===== src/rtl/hdlc_irq_pkg.sv =====
package hdlc_irq_pkg;
  localparam int REG_W    = 8;
  localparam int ADDR_W   = 2;
  localparam int SHARED_B = 2;
  localparam int SEL_B    = 0;

  typedef enum logic [ADDR_W-1:0] {
    A_STATUS = 2'd0,
    A_MASK   = 2'd1,
    A_CTRL   = 2'd2,
    A_NONE   = 2'd3
  } reg_addr_e;

  typedef struct packed {
    logic good_addr;
    logic eop_det;
    logic tx_eop;
    logic eop_rx;
    logic tx_low;
    logic abort;
    logic tx_under;
    logic rx_full;
    logic rx_ovfl;
  } evt_t;
endpackage


===== src/rtl/hdlc_irq_evt_map.sv =====
module hdlc_irq_evt_map
  import hdlc_irq_pkg::*;
(
  input  evt_t             evt_i,
  input  logic             sel_i,
  output logic [REG_W-1:0] vec_o
);
  always_comb begin
    vec_o           = '0;
    vec_o[7]        = evt_i.good_addr;
    vec_o[6]        = evt_i.eop_det;
    vec_o[5]        = evt_i.tx_eop;
    vec_o[4]        = evt_i.eop_rx;
    vec_o[3]        = evt_i.tx_low;
    vec_o[SHARED_B] = sel_i ? evt_i.tx_under : evt_i.abort;
    vec_o[1]        = evt_i.rx_full;
    vec_o[0]        = evt_i.rx_ovfl;
  end
endmodule


===== src/rtl/hdlc_irq_status.sv =====
module hdlc_irq_status
  import hdlc_irq_pkg::*;
(
  input  logic             clk_i,
  input  logic             rst_ni,
  input  logic [REG_W-1:0] set_i,
  input  logic             clr_i,
  output logic [REG_W-1:0] status_o
);
  for (genvar b = 0; b < REG_W; b++) begin : g_bit
    always_ff @(posedge clk_i or negedge rst_ni) begin
      if (!rst_ni)       status_o[b] <= 1'b0;
      else if (set_i[b]) status_o[b] <= 1'b1;  // new event wins over clear
      else if (clr_i)    status_o[b] <= 1'b0;
    end
  end
endmodule


===== src/rtl/hdlc_irq_regs.sv =====
module hdlc_irq_regs
  import hdlc_irq_pkg::*;
(
  input  logic              clk_i,
  input  logic              rst_ni,
  input  logic              cs_i,
  input  logic              we_i,
  input  logic              rd_i,
  input  logic [ADDR_W-1:0] addr_i,
  input  logic [REG_W-1:0]  wdata_i,
  input  logic [REG_W-1:0]  status_i,
  output logic [REG_W-1:0]  rdata_o,
  output logic [REG_W-1:0]  mask_o,
  output logic              sel_o,
  output logic              rd_clr_o
);
  reg_addr_e        addr;
  logic             wr_en, rd_en;
  logic [REG_W-1:0] rd_mux;

  assign addr     = reg_addr_e'(addr_i);
  assign wr_en    = cs_i && we_i;
  assign rd_en    = cs_i && rd_i;
  assign rd_clr_o = rd_en && (addr == A_STATUS);

  always_comb begin
    rd_mux = '0;
    case (addr)
      A_STATUS: rd_mux = status_i;
      A_MASK:   rd_mux = mask_o;
      A_CTRL:   rd_mux[SEL_B] = sel_o;
      default:  rd_mux = '0;
    endcase
  end

  always_ff @(posedge clk_i or negedge rst_ni) begin
    if (!rst_ni) begin
      mask_o  <= '0;
      sel_o   <= 1'b0;
      rdata_o <= '0;
    end else begin
      if (wr_en && addr == A_MASK) mask_o <= wdata_i;
      if (wr_en && addr == A_CTRL) sel_o  <= wdata_i[SEL_B];
      if (rd_en)                   rdata_o <= rd_mux;
    end
  end
endmodule


===== src/rtl/hdlc_irq_ctrl.sv =====
module hdlc_irq_ctrl
  import hdlc_irq_pkg::*;
(
  input  logic              clk_i,
  input  logic              rst_ni,
  input  logic              cs_i,
  input  logic              we_i,
  input  logic              rd_i,
  input  logic [ADDR_W-1:0] addr_i,
  input  logic [REG_W-1:0]  wdata_i,
  output logic [REG_W-1:0]  rdata_o,
  input  logic              evt_good_addr_i,
  input  logic              evt_eop_det_i,
  input  logic              evt_tx_eop_i,
  input  logic              evt_eop_rx_i,
  input  logic              evt_tx_low_i,
  input  logic              evt_abort_i,
  input  logic              evt_tx_under_i,
  input  logic              evt_rx_full_i,
  input  logic              evt_rx_ovfl_i,
  output logic              irq_o
);
  evt_t             evt;
  logic [REG_W-1:0] set_vec, status_q, mask_q;
  logic             sel_q, rd_clr;

  assign evt = '{good_addr: evt_good_addr_i, eop_det: evt_eop_det_i,
                 tx_eop: evt_tx_eop_i, eop_rx: evt_eop_rx_i,
                 tx_low: evt_tx_low_i, abort: evt_abort_i,
                 tx_under: evt_tx_under_i, rx_full: evt_rx_full_i,
                 rx_ovfl: evt_rx_ovfl_i};

  hdlc_irq_evt_map u_map (
    .evt_i (evt),
    .sel_i (sel_q),
    .vec_o (set_vec)
  );

  hdlc_irq_status u_status (
    .clk_i    (clk_i),
    .rst_ni   (rst_ni),
    .set_i    (set_vec),
    .clr_i    (rd_clr),
    .status_o (status_q)
  );

  hdlc_irq_regs u_regs (
    .clk_i    (clk_i),
    .rst_ni   (rst_ni),
    .cs_i     (cs_i),
    .we_i     (we_i),
    .rd_i     (rd_i),
    .addr_i   (addr_i),
    .wdata_i  (wdata_i),
    .status_i (status_q),
    .rdata_o  (rdata_o),
    .mask_o   (mask_q),
    .sel_o    (sel_q),
    .rd_clr_o (rd_clr)
  );

  assign irq_o = |(status_q & mask_q);
endmodule


===== config.mk =====
export PLATFORM = sky130hd
export DESIGN_NAME = hdlc_irq_ctrl
export DESIGN_NICKNAME = d
export VERILOG_FILES = /design/src/rtl/hdlc_irq_pkg.sv /design/src/rtl/hdlc_irq_evt_map.sv /design/src/rtl/hdlc_irq_status.sv /design/src/rtl/hdlc_irq_regs.sv /design/src/rtl/hdlc_irq_ctrl.sv
export SDC_FILE = /design/constraint.sdc
export NUM_CORES = 1
export LEC_CHECK = 0
export CORE_MARGIN = 5
export CORE_UTILIZATION = 45
export CTS_CLUSTER_DIAMETER = 80
export CTS_CLUSTER_SIZE = 16
export DETAILED_ROUTE_END_ITERATION = 8
export HOLD_SLACK_MARGIN = 0.06
export PLACE_DENSITY_LB_ADDON = 0.12
export SLEW_MARGIN = 20
export SYNTH_ARGS = -nofsm -noshare
export SYNTH_HDL_FRONTEND = slang
export SYNTH_HIERARCHICAL = 1
export SYNTH_SLANG_ARGS = --single-unit

===== constraint.sdc =====
create_clock -name clk_i -period 1.35 [get_ports clk_i]
set_input_delay 0.2025 -clock clk_i [delete_from_list [all_inputs] [get_ports clk_i]]
set_output_delay 0.2025 -clock clk_i [all_outputs]
set_load 0.02 [all_outputs]

# After elaboration in Yosys (flattened, before gate mapping)
# Index checks and enable logic that the tools add are counted.
# word_totals
ff_bits	25
inputBits	24
output_inout_bits	9
# op_classes
eq_ne	2
muxes	12
n_bitwise	1
reduce_logical	15
# op_table
operator	n
nonzero test 2 bit	8
case mux 7 bit (2 select lines)	1
two-way mux 1 bit	10
AND 8 bit	1
OR reduction 8 bit	1
logical AND 1 bit	5
case mux 1 bit (3 select lines)	1
== test 2 x 1 -> 1 bit (second input constant)	1
== test 2 bit (second input constant)	1
logical NOT 2 bit	1

# Logic depth before layout (Yosys ltp)
# Gate-level depths: netlist (run 1).
# depth
ltp_word	4
depth_mapped	4

# Hierarchy
# Netlist (run 1), hierarchy kept.
# modules_own_cells
mod	instances	cells_per_inst	area_per_inst_um2	seq_area_each_um2
hdlc_irq_regs	1	57	744.5	425.4
hdlc_irq_status	1	17	264.0	200.2
hdlc_irq_evt_map	1	8	67.6	0.0
hdlc_irq_ctrl	1	5	36.3	0.0

# Worst setup path after synthesis (run 1)
# Ideal clock, no wire load.
# synth_timing
path_kind	register to output
startpoint	register u_status.status_o[5]
endpoint	output port irq_o
arrival_time_ns	0.789
required_time_ns	1.148
setup_slack_ns	0.358
path_stages_with_launch	3
path_buffers	0
cell_sequence	dfrtp_1 -> a22oi_1 -> nand4_1
# synth_via
elab_chain_len	2
# synth_lines
item	line_no	text
start, declared	hdlc_irq_status.sv:8	output logic [REG_W-1:0] status_o
start signal, assigned by index	hdlc_irq_status.sv:12	if (!rst_ni) status_o[b] <= 1'b0;
start signal, assigned by index	hdlc_irq_status.sv:13	else if (set_i[b]) status_o[b] <= 1'b1;
start signal, assigned by index	hdlc_irq_status.sv:14	else if (clr_i) status_o[b] <= 1'b0;
AND 8 bit	hdlc_irq_ctrl.sv:62	assign irq_o = |(status_q & mask_q);
OR reduction 8 bit	hdlc_irq_ctrl.sv:62	
end, declared	hdlc_irq_ctrl.sv:21	output logic irq_o
# No other way between the ends.

# Worst setup path after layout (run 1)
# layout_timing
startpoint	register u_regs.mask_o[5]
endpoint	output port irq_o
# layout_via
elab_chain_len	2
# layout_lines
item	line_no	text
start, declared	hdlc_irq_regs.sv:13	output logic [REG_W-1:0] mask_o,
start signal, assigned	hdlc_irq_regs.sv:42	if (wr_en && addr == A_MASK) mask_o <= wdata_i;
AND 8 bit	hdlc_irq_ctrl.sv:62	
OR reduction 8 bit	hdlc_irq_ctrl.sv:62	
# No other way between the ends.

==> metrics.txt, run 1 <==
Worst R2R End u_regs/rdata_o[0]$_DFFE_PN0P_; most common library cells after synthesis 25 x dfrtp_1, 10 x mux2_2, 8 x a21o_1, 8 x mux2i_1, 8 x o21ai_0; cell-internal power roughly 1.2 mW; clk buf depth 2; Area Overhead vs Synth 42.2%; Clock transition at path regs about 150 ps; async set-reset flop share out of synthesis 1.00; failing checks setup timing; Final min period approximately 1400 ps; chip height approximately 60 um; Placed Cells 160; Yosys cell types 18; GRT overflow 0; # H-tree levels 1; final setup margin -86.7 ps; Slowest-stage cell, CP dfrtp_1; Psw 0.495 mW; Worst setup SP type flop; ratio of cells with drive above 1 in the final layout 0.306; r2r worst-path depth 4; sequential-to-total area share from yosys stat 0.562; Die X between 50 and 60 um; Sw Share 0.285; fmax 696 MHz; all-layer global routing usage 0.138; Final Net Count around 160; CP max FO 3; CTS Buf Count 3; final wirelength around 2200 um; core area ~2400 um2; arrival time worst endpoint 1230 ps; antenna violations before repair 0; largest net degree at the start of global routing 26; Worst-Skew Late Latency approximately 320 ps; Hold Violations, Final 0; Max VDD drop about 600 uV; Fill cells between 200 and 250; Crit path max-delay family flip-flops; Reg power frac 0.531; #FFs+latches synth 25; CTS tree yes; HPWL after DPL 1800 um; mapped cell area ~1100 um2; setup slack, reg-to-reg around 220 ps; Synth Net Count approximately 110; unrepaired setup endpoints after global routing yes; Data required, critical path about 1200 ps; Combinational Power Share 0.266; first-pass GRT wire length about 3700 um; 1st-iter DRT viols 4; Yosys top cell by area dfrtp_1; Syn Area/Cell about 13 um2; Cell Rows 18; Crit path largest cell delay between 400 and 500 ps; clock power share 0.203; worst r2r src u_status/status_o[0]$_DFFE_PN0P_; Port Buffers 32; Starting Density 0.462; final setup fails 1; post-synth top area share 0.562; GPL Wtd Cong approximately 0.75; routed via count roughly 800; via density per instance slightly below 5; relative slew slack 0.787; pins over their slew limit 0; top-level port count 33; Fin Hold WS between 200 and 250 ps; Worst-Margin Slew 319 ps; CTS Sinks 25; Hold-fix buffers, CTS 0; post-detailed-route wirelength per cell 13.6 um; run status finished with violations; clk_skew between 10 and 15 ps; DIE AREA between 3000 and 4000 um2; WS Path Type reg2out; most common cell in the netlist dfrtp_1; Ant. Diodes 0; yosys warns 6; CTS root buf clkbuf_4; ys flop type dfrtp_1; Non-Filler Instances approximately 160; Final Cycle Share 1.06; number of enable flip-flop cells after synthesis 0; vias in the first global route between 800 and 900; TritonRoute pass-1 iters 2; Place WS -245 ps; cells after synthesis 87; DRC viols 0; Hold Path Class in2async; critical-path cell list a22oi_1, nand4_1, buf_4; Leak 0.709 nW; Critical path buffers and inverters 1; element type at the critical path end output port; Power Density between 1000 and 1500 nW/um2; ranking of synthesized cells by area dfrtp_1 56%, mux2_2 10%, mux2i_1 7.2%; Max Cap Viol 0; postcts setup bufs 0; number of nets with antenna violations after routing 0
-- routing by layer --
layer | vias to the layer above | share of wire | global-route usage | wire (um)
met4 | 0 | 0.0040 | 0.0380 | 9
met3 | 2 | 0.053 | 0.0281 | 117
met5 | - | 0 | 0 | 0
met2 | 17 | 0.47 | 0.210 | 1050
li1 | 400 | - | - | -
met1 | 383 | 0.47 | 0.199 | 1050
-- worst reg2reg max path, cell delays in order (launching register included) --
cell and delay, ps:
dfrtp_1 420, buf_4 140, mux2i_1 110, o21ai_0 100
mux2_2 260
-- logic make-up (layout without fill, tap and decap cells) --
group / count (synthesis) / after routing / synth area share
flops: 25 / 25 / 0.562
compound gates: 20 / 20 / 0.117
mux: 19 / 19 / 0.187
simple gates: 14 / 14 / 0.0731
buf+inv: 9 / 56 / 0.0607
-- metrics by stage --
stage	power, mW	area (um2)	TNS [ps]	util
after global placement	1.40	1550	-3440	0.643
after detailed placement	1.42	1550	-4080	0.643
after global routing	1.83	1580	-164	0.656
after floorplan	1.15	1110	0	-
final	1.74	1580	-86.7	0.656
after CTS	1.74	1570	-88.5	0.653
-- layout make-up --
type	instances	area (um2)	share of cell area
inverters	1	3.75	0.00237
multi-input cells	53	434	0.275
flip-flops and latches	25	626	0.396
repair buffers	51	450	0.285
clock buffers	3	22.5	0.0142
well taps	30	37.5	0.0237
clock inverters	1	7.51	0.00475
-- placed cells by master, fill, tap and decap left out, drive strengths merged --
cell           count
mux2i              8
clkbuf             3
inv                1
or2                1
buf               20
a21o               8
clkdlybuf4s50     23
clkinvlp           1
mux2              11
dfrtp             25
nand3b             1
nand4              1
nand2              8
o21ai              8
dlygate4sd2        8
nor3               1
a22oi              4
nand4b             2
-- power groups by stage --
stage	combinational, mW	clock [mW]	sequential (mW)
final	0.461	0.352	0.922
after global routing	0.500	0.394	0.937
after CTS	0.464	0.354	0.921
after detailed placement	0.486	0	0.934
after global placement	0.476	0	0.928
after floorplan	0.177	0	0.972
-- what timing repair did --
item / 4_1_cts / 5_1_grt
gates resized for setup: 14 / 2
endpoints found under the hold margin: 0 / 0
endpoints found under the setup margin: 9 / 1
pin swaps: 0 / 2
-- sequential cells by signal (all words and copies together) (netlist names) --
| name | cells |
|---|---|
| u_regs/mask_o | 8 |
| u_regs/rdata_o | 8 |
| u_status/status_o | 8 |
| u_regs/sel_o | 1 |
-- worst max-delay path by stage --
stage | start | to | depth (start not counted)
2_1_floorplan | u_status/status_o[5]$_DFFE_PN0P_ | irq_o | 2
3_5_place_dp | addr_i[0] | u_regs/mask_o[6]$_DFFE_PN0P_ | 3
6_report | u_regs/mask_o[5]$_DFFE_PN0P_ | irq_o | 3
4_1_cts | u_regs/mask_o[5]$_DFFE_PN0P_ | irq_o | 3
5_1_grt | u_regs/mask_o[2]$_DFFE_PN0P_ | irq_o | 3
3_3_place_gp | addr_i[0] | u_regs/mask_o[6]$_DFFE_PN0P_ | 3
(Power assumes the default switching activity.)
==> inputs of run 2 (changes only) <==
--- a/config.mk
+++ b/config.mk
@@ -8,8 +8,9 @@
 export CORE_MARGIN = 5
 export CORE_UTILIZATION = 45
 export CTS_CLUSTER_DIAMETER = 80
-export CTS_CLUSTER_SIZE = 16
+export CTS_CLUSTER_SIZE = 28
 export DETAILED_ROUTE_END_ITERATION = 8
+export GPL_ROUTABILITY_DRIVEN = 0
 export HOLD_SLACK_MARGIN = 0.06
 export PLACE_DENSITY_LB_ADDON = 0.12
 export SLEW_MARGIN = 20
==> results of run 2 <==
The final DEF is identical to that of run 1; final timing and power are the same.
